`src/rtl/msd_pkg.sv`:
```
package msd_pkg;

  localparam int LINE_CNT = 4;
  localparam int STAT_W   = 2 * LINE_CNT;

  localparam int L_CTS = 0;
  localparam int L_DSR = 1;
  localparam int L_RI  = 2;
  localparam int L_DCD = 3;

  typedef logic [LINE_CNT-1:0] line_vec_t;

  // Event per line from previous and current synchronized active-low levels.
  // The ring line only reports its release (0 -> 1); the others report any change.
  function automatic line_vec_t line_events(input line_vec_t prev_n, input line_vec_t cur_n);
    line_vec_t ev;
    ev        = prev_n ^ cur_n;
    ev[L_RI]  = ~prev_n[L_RI] & cur_n[L_RI];
    return ev;
  endfunction

  // Flag next-state: a read clears the old flags but keeps new events.
  function automatic line_vec_t flag_next(input line_vec_t cur, input line_vec_t ev,
                                          input logic rd);
    return rd ? ev : (cur | ev);
  endfunction

  function automatic logic [STAT_W-1:0] pack_status(input line_vec_t flags,
                                                    input line_vec_t lvl_n);
    return {~lvl_n, flags};
  endfunction

endpackage

```
`src/rtl/msd_sync.sv`:
```
module msd_sync #(
  parameter int STAGES  = 2,
  parameter int WIDTH   = 4,
  parameter logic [WIDTH-1:0] RST_VAL = '1
) (
  input  logic             clk,
  input  logic             rst_n,
  input  logic [WIDTH-1:0] d_async,
  output logic [WIDTH-1:0] q_sync
);

  logic [WIDTH-1:0] stg [STAGES];

  for (genvar s = 0; s < STAGES; s++) begin : g_stage
    if (s == 0) begin : g_first
      always_ff @(posedge clk or negedge rst_n) begin
        if (!rst_n) stg[s] <= RST_VAL;
        else        stg[s] <= d_async;
      end
    end else begin : g_next
      always_ff @(posedge clk or negedge rst_n) begin
        if (!rst_n) stg[s] <= RST_VAL;
        else        stg[s] <= stg[s-1];
      end
      a_r6_chain_shift: assert property (@(posedge clk) disable iff (!rst_n)
        1'b1 |=> (stg[s] == $past(stg[s-1])));
    end
  end

  assign q_sync = stg[STAGES-1];

endmodule

```
`src/rtl/msd_delta.sv`:
```
module msd_delta
  import msd_pkg::*;
(
  input  logic      clk,
  input  logic      rst_n,
  input  line_vec_t lvl_n,
  input  logic      rd_en,
  output line_vec_t flags,
  output line_vec_t evt
);

  line_vec_t prev_n;

  always_ff @(posedge clk or negedge rst_n) begin
    if (!rst_n) prev_n <= '1;
    else        prev_n <= lvl_n;
  end

  assign evt = line_events(prev_n, lvl_n);

  always_ff @(posedge clk or negedge rst_n) begin
    if (!rst_n) flags <= '0;
    else        flags <= flag_next(flags, evt, rd_en);
  end

  // without a read no flag ever drops
  a_r7_sticky: assert property (@(posedge clk) disable iff (!rst_n)
    !rd_en |=> ((flags & $past(flags)) == $past(flags)));

  // after a read only the events of the read cycle remain
  a_r9_read_keeps_new: assert property (@(posedge clk) disable iff (!rst_n)
    rd_en |=> (flags == $past(evt)));

  // a detected event always appears as a flag
  a_r2_event_sets_flag: assert property (@(posedge clk) disable iff (!rst_n)
    (evt != '0) |=> ((flags & $past(evt)) == $past(evt)));

  // the ring flag only rises after the line was released
  a_r4_ring_release_only: assert property (@(posedge clk) disable iff (!rst_n)
    $rose(flags[L_RI]) |-> $past(!prev_n[L_RI] && lvl_n[L_RI]));

endmodule

```
`src/rtl/msd_top.sv`:
```
module msd_top
  import msd_pkg::*;
#(
  parameter int SYNC_STAGES = 2
) (
  input  logic              clk,
  input  logic              rst_n,
  input  logic              cts_n,
  input  logic              dsr_n,
  input  logic              ri_n,
  input  logic              dcd_n,
  input  logic              rd_en,
  output logic [STAT_W-1:0] rd_data,
  input  logic              irq_en,
  output logic              irq
);

  line_vec_t pins_n;
  line_vec_t lvl_n;
  line_vec_t flags;
  line_vec_t evt;
  logic      any_flag;

  assign pins_n[L_CTS] = cts_n;
  assign pins_n[L_DSR] = dsr_n;
  assign pins_n[L_RI]  = ri_n;
  assign pins_n[L_DCD] = dcd_n;

  msd_sync #(
    .STAGES  (SYNC_STAGES),
    .WIDTH   (LINE_CNT),
    .RST_VAL ('1)
  ) u_sync (
    .clk     (clk),
    .rst_n   (rst_n),
    .d_async (pins_n),
    .q_sync  (lvl_n)
  );

  msd_delta u_delta (
    .clk   (clk),
    .rst_n (rst_n),
    .lvl_n (lvl_n),
    .rd_en (rd_en),
    .flags (flags),
    .evt   (evt)
  );

  assign any_flag = |flags;
  assign rd_data  = pack_status(flags, lvl_n);
  assign irq      = irq_en & any_flag;

  // an interrupt implies a visible flag and an enable
  a_r10_irq_has_cause: assert property (@(posedge clk) disable iff (!rst_n)
    irq |-> (irq_en && (rd_data[LINE_CNT-1:0] != '0)));

  // disabling the interrupt leaves the flags untouched
  a_r10_mask_keeps_flags: assert property (@(posedge clk) disable iff (!rst_n)
    (!irq_en && !rd_en) |=> ((rd_data[3:0] & $past(rd_data[3:0])) == $past(rd_data[3:0])));

endmodule

```
`config.mk`:
```
export PLATFORM = sky130hd
export DESIGN_NAME = msd_top
export DESIGN_NICKNAME = d
export VERILOG_FILES = /design/src/rtl/msd_pkg.sv /design/src/rtl/msd_sync.sv /design/src/rtl/msd_delta.sv /design/src/rtl/msd_top.sv
export SDC_FILE = /design/constraint.sdc
export NUM_CORES = 1
export LEC_CHECK = 0
export BUFFER_PORTS_ARGS = -buffer_cell sky130_fd_sc_hd__buf_2
export CAP_MARGIN = 10
export CORE_AREA = 2 2 39 41
export DETAILED_ROUTE_END_ITERATION = 8
export DIE_AREA = 0 0 41 43
export PLACE_DENSITY = 0.66
export SYNTH_ARGS = -nofsm -noshare
export SYNTH_HDL_FRONTEND = slang
export SYNTH_HIERARCHICAL = 1
export SYNTH_SLANG_ARGS = --single-unit
```
`constraint.sdc`:
```
create_clock -name clk -period 1.2 [get_ports clk]
set_clock_uncertainty 0.05 [all_clocks]
set_input_delay 0.24 -clock clk [delete_from_list [all_inputs] [get_ports clk]]
set_output_delay 0.24 -clock clk [all_outputs]
set_load 0.03 [all_outputs]
```
==> results of run 1 <==
[cell families (layout without fill, tap and decap cells)]
kind of cell | after synthesis | in the layout | share of synthesized area
DFF | 16 | 16 | 0.772
xor gates and xnor gates | 3 | 3 | 0.0488
buffers and inverters | 9 | 41 | 0.0907
and+or+nand+nor | 1 | 1 | 0.0116
AOI/OAI and AO/OA | 5 | 5 | 0.0767
[final cells by class]
class | count | area [um2]
Timing Repair Buffer | 32 | 280
Tap cell | 16 | 20.0
Sequential cell | 16 | 418
Clock buffer | 4 | 36.3
Fill cell | 111 | 537
Multi-Input combinational cell | 9 | 73.8
Inverter | 5 | 18.8
[through the flow]
step                      setup TNS, ps  power, mW  cell area, um2  utilization  worst slack (ps)
after floorplan                    -119      0.701             541            -              -119
after global placement            -44.2      0.754             633        0.458             -44.2
after detailed placement          -49.4      0.758             633        0.458             -49.4
after CTS                         -1080       1.19             840        0.607              -346
after global routing              -1390       1.24             847        0.612              -397
final                              -990       1.18             847        0.612              -351
[worst max-delay path, stage by stage (launching register included)]
cell and delay (ps):
dfrtp_2 410, o41a_1 420, buf_6 150
[layer usage]
metal / vias to the layer above / wire (um) / track usage
li1: 166 / - / -
met1: 170 / 313 / 0.111
met2: 13 / 514 / 0.225
met3: 2 / 48 / 0.0471
met4: 0 / 17 / 0.140
met5: - / 0 / 0
[registers in the layout, summed over array words and instances (netlist names)]
signal	flops
u_delta/flags	4
u_delta/prev_n	4
u_sync/stg	4
u_sync/q_sync	4
[power groups by stage]
stage | sequential (mW) | clock, mW | combinational (mW)
CTS | 0.609 | 0.363 | 0.221
detailed placement | 0.620 | 0 | 0.138
finish | 0.611 | 0.343 | 0.225
global placement | 0.618 | 0 | 0.136
global route | 0.616 | 0.381 | 0.244
floorplan | 0.645 | 0 | 0.0564
[timing repair]
| action | in CTS | in global routing |
|---|---|---|
| endpoints found under the setup margin | 8 | 9 |
| hold buffers | 5 | 0 |
| setup buffers | 7 | 2 |
| pin swaps | 1 | 1 |
| hold endpoints to repair | 8 | 0 |
| gates resized for setup | 25 | 1 |
[synth_stat cells (all sizes together)]
library cell	instances	share of area
buf	4	0.056
dfstp	12	0.59
nor2b	1	0.012
o41a	1	0.021
xor2	3	0.049
inv	5	0.035
a21o	4	0.056
dfrtp	4	0.19
[worst max-delay path by stage]
stage / startpoint / to / slack [ps] / cells past startpoint
after floorplan: u_delta/flags[2] / irq / -120 / 1
after global placement: u_delta/flags[2] / irq / -40 / 2
after detailed placement: u_delta/flags[2] / irq / -50 / 2
after CTS: u_delta/flags[0] / irq / -350 / 2
after global routing: u_delta/flags[2] / irq / -400 / 2
final: u_delta/flags[2] / irq / -350 / 2
[placed cells by master (no fill, tap or decap), drive strengths merged]
master,instances
clkbuf,4
dfstp,12
a21o,4
dlygate4sd3,5
buf,27
xor2,3
o41a,1
dfrtp,4
inv,5
nor2b,1
==> run_results.csv, run 1 <==
group,metric,value,unit
run_status,outcome,"complete, but fails checks",
run_status,failed_checks,"setup timing",
place,dp_cells,65,
cells_and_area,antennaDiodeCount,0,
sta,drv_slew,0,
worst_setup_path,rr_endpoint,"u_delta/flags[0]",
route,avgViaCountPerCell,4.28,
worst_setup_path,worst_setup_path_end_kind,"primary output",
cells_and_area,final_nets,75,
hold_path,hold_start,"rd_en",
die,dieArea,0.00176,mm2
cells_and_area,syn_to_final_growth,57.4,%
sta,timing.hold.ws,246,ps
sta,maxSlewHeadroom,0.779,
die,placementRows,14,
logic_synthesis,synth_area,538,um2
route,dr.first_iter.drc_count,1,
route,drt-total-wl,893,um
die,start_util,0.389,
grt,grt_antenna_before_repair,0,
grt,grt_pass1_wl,1.41,mm
logic_synthesis,yosysSeqAreaShare,0.772,
worst_setup_path,crit_path_max_fanout,2,
place,io_buffers,16,
sta,worstMarginPinSlew,331,ps
sta,finalSetupViolCount,9,
cts,clock_latency,280,ps
cts,cts_tree,"built",
sta,finalHoldViolCount,0,
grt,grt_remaining_overflow,0,
sta,layout_setup_ws,-351,ps
worst_setup_path,r2r_start,"u_sync/q_sync[0]",
grt,track_usage,0.138,
power_and_ir_drop,power_switching,280,uW
cts,cts.path.max_buffers,2,
die,die_h,43,um
power_and_ir_drop,irDropWorstVdd,0.696,mV
worst_setup_path,r2r_cells,3,
logic_synthesis,synth_cell_type_count,8,
route,drc,0,
logic_synthesis,yosys_warnings,6,
flow_run,cap_viol_max_count,0,
grt,grt_max_degree,17,
power_and_ir_drop,power_frac_clock,0.291,
place,gp_congestion,0.545,
sta,rsz0062_at_grt,"yes",
power_and_ir_drop,p_seq_frac,0.518,
cts,clkSinkCount,16,
route,antenna_left,0,
cts,cts_root_buf,"clkbuf_4",
route,dr_total_vias,351,
hold_path,hp-class,"input port to register",
worst_setup_path,r2r_setup_slack,190,ps
sta,fmax,0.645,GHz
hold_path,min_delay_path_depth,3,
cts,numCtsBuffers,3,
logic_synthesis,synth.ff_latch_count,16,
power_and_ir_drop,switching_share,0.237,
logic_synthesis,synthCells,34,
cells_and_area,drive_gt1_frac,0.742,
logic_synthesis,syn-num-nets,42,
logic_synthesis,synth_area_per_cell,15.8,um2
power_and_ir_drop,p_int,900,uW
die,fp.dieW,41,um
die,io-pin-count,17,
power_and_ir_drop,power_leakage,0.411,nW
power_and_ir_drop,power.density,1390,mW/mm2
cts,htreeDepth,1,
grt,grt_pass1_vias,345,
power_and_ir_drop,comb_power_share,0.191,
worst_setup_path,worstSetupStartpointType,"register",
worst_setup_path,criticalPathCategory,"register to primary output",
route,routedWlPerCell,10.9,um
hold_path,min_to,"u_delta/flags[3]",
worst_setup_path,worstPathRequired,910,ps
cts,cts.clk_slew.worst_paths,90,ps
route,dr.pass1.iters,2,
die,core,0.00138,mm2
worst_setup_path,critPathArrivalTime,1260,ps
cells_and_area,stdcell_count,82,
sta,min_period_over_period,1.29,
sta,min_period,1550,ps
No activity file was read; power rests on OpenSTA's default activity.
==> run 2: changes to the inputs <==
- ABC_AREA: default -> 1
- CORE_AREA: 2 2 39 41 -> default
- CORE_MARGIN: default -> 2
- CORE_UTILIZATION: default -> 38
- DIE_AREA: 0 0 41 43 -> default
- PLACE_DENSITY: 0.66 -> 0.64
- clock period: 1.2 -> 1.3 ns (I/O delays scaled with it)
==> run 2 against run 1 <==
The run still ends with setup timing left. Critical path depth rose by 1. Register-to-register slack improved by 140 ps. Sequential cell count did not move. Wire length fell by 4.4%. Sequential share of layout area rose by 0.97 points. Clock power fell by 6.7%. Largest cell class unchanged.
==> run_results.csv, run 2 <==
group,metric,value,unit
worst_setup_path,crit_buf_inv,1,
run_status,failed_checks,"setup timing",
route,dr.pass1.iters,1,
grt,grt_max_degree,17,
grt,grt_pass1_vias,345,
worst_setup_path,critical-path-top-delay-family,"flip-flops",
worst_setup_path,critPathArrivalTime,1010,ps
grt,track_usage,0.110,
die,die_h,42.5,um
worst_setup_path,worst_setup_path_end_kind,"primary output",
grt,grt_remaining_overflow,0,
die,dieArea,0.00181,mm2
run_status,outcome,"complete, but fails checks",
cells_and_area,fill_cells,108,
worst_setup_path,worstPathRequired,990,ps
cells_and_area,layout_commonest_cell,"dfstp_2",
die,placementRows,13,
worst_setup_path,cp_slowest_stage_delay,400,ps
logic_synthesis,synthCells,50,
route,avgViaCountPerCell,4.07,
worst_setup_path,criticalPathCategory,"register to primary output",
sta,timing.hold.ws,188,ps
worst_setup_path,slowest_stage,"dfrtp_1",
place,hpwl,519,um
cts,clkSinkCount,16,
power_and_ir_drop,irDropWorstVdd,0.538,mV
cells_and_area,stdcell_count,94,
logic_synthesis,yosys_warnings,6,
place,gp_congestion,0.615,
route,routedWlPerCell,9.09,um
place,dpl-instance-area,637,um2
grt,grt_antenna_before_repair,0,
power_and_ir_drop,power.density,1270,mW/mm2
sta,finalSetupViolCount,2,
grt,grt_pass1_wl,1.36,mm
sta,min_period,1320,ps
die,io-pin-count,17,
die,core,0.00135,mm2
route,dr.first_iter.drc_count,0,
logic_synthesis,syn-num-nets,58,
cts,clock_latency,280,ps
cells_and_area,syn_to_final_growth,46.3,%
place,dp_cells,77,
die,fp.dieW,42.5,um
cts,htreeDepth,1,
route,drt-total-wl,854,um
sta,rsz0062_at_grt,"yes",
sta,fmax,0.759,GHz
sta,min_period_over_period,1.01,
cells_and_area,layout_common_cells,"dfstp_2 (12), buf_2 (10), nand2_1 (10)",
cts,cts_root_buf,"clkbuf_4",
power_and_ir_drop,p_total,1.05,mW
cts,numCtsBuffers,3,
route,drc,0,
sta,worstMarginPinSlew,328,ps
flow_run,cap_viol_max_count,0,
worst_setup_path,crit_path_cell_trace,"nor2_2, a21oi_2, buf_6",
logic_synthesis,synth_area,564,um2
worst_setup_path,crit_path_max_fanout,2,
cts,cts_tree,"built",
sta,layout_setup_ws,-17.5,ps
place,dp_worst_setup_slack,247,ps
route,antenna_left,0,
cells_and_area,drive_gt1_frac,0.608,
sta,drv_slew,0,
die,start_util,0.418,
sta,finalHoldViolCount,0,
power_and_ir_drop,power_leakage,0.428,nW
hold_path,hp-class,"input port to register",
route,dr_total_vias,383,
cells_and_area,final_area,826,um2
worst_setup_path,worstSetupStartpointType,"register",
sta,maxSlewHeadroom,0.782,
cts,cts.clk_slew.worst_paths,80,ps
cells_and_area,antennaDiodeCount,0,
logic_synthesis,synth_area_per_cell,11.3,um2
place,io_buffers,16,
cts,cts.path.max_buffers,2,
cells_and_area,final_nets,88,
[run 2: per-layer routing]
metal	GRT usage	up-vias	share of wire
met2	0.166	15	0.46
met5	0	-	0
met1	0.113	167	0.45
met4	0.0938	0	0.030
li1	-	197	-
met3	0.0517	4	0.062
[run 2: what timing repair did]
| action | in CTS | in global routing |
|---|---|---|
| hold buffers | 1 | 4 |
| gates cloned | 0 | 0 |
| buffers inserted | 5 | 3 |
| setup endpoints to repair | 5 | 6 |
| pin swaps | 3 | 3 |
| gates resized for setup | 15 | 4 |
| endpoints found under the hold margin | 4 | 4 |
[run 2: worst paths after layout]
path / end / from / cells past startpoint / slack, ps
setup / recovery: irq / u_delta/flags[1] / 3 / -20
hold / removal: u_delta/flags[2] / rd_en / 4 / 190
setup reg to reg: u_delta/flags[3] / u_sync/q_sync[3] / 4 / 330
hold reg to reg: u_sync/q_sync[0] / u_sync/stg[4] / 0 / 310
max in group asynchronous: u_delta/prev_n[0] / rst_n / 2 / 560
min in group asynchronous: u_delta/flags[0] / rst_n / 2 / 340
[run 2: area by class of cell]
class | instances | area [um2] | area share
sequential | 16 | 415 | 0.503
inverter | 13 | 48.8 | 0.0591
multi-input combinational | 17 | 78.8 | 0.0955
clock buffer | 4 | 36.3 | 0.0439
timing repair buffer | 29 | 228 | 0.276
tap | 15 | 18.8 | 0.0227
[run 2: metrics by stage]
stage | setup TNS, ps | utilization
6_report | -20.5 | 0.612
5_1_grt | -363 | 0.612
4_1_cts | -83.6 | 0.559
3_5_place_dp | 0 | 0.472
3_3_place_gp | 0 | 0.472
2_1_floorplan | 0 | -
[run 2: worst register-to-register path: cells and delay by family (launching register included)]
kind	cells	cell delay, ps
buffers and inverters	2	140
flip-flops	1	550
AND/OR/NAND/NOR	2	100
[run 2: power breakdown]
part / internal, mW / switching (mW) / leakage (nW)
clock: 0.171 / 0.150 / 0.0210
sequential: 0.544 / 0.0168 / 0.172
combinational: 0.0800 / 0.0904 / 0.235
total: 0.794 / 0.257 / 0.428
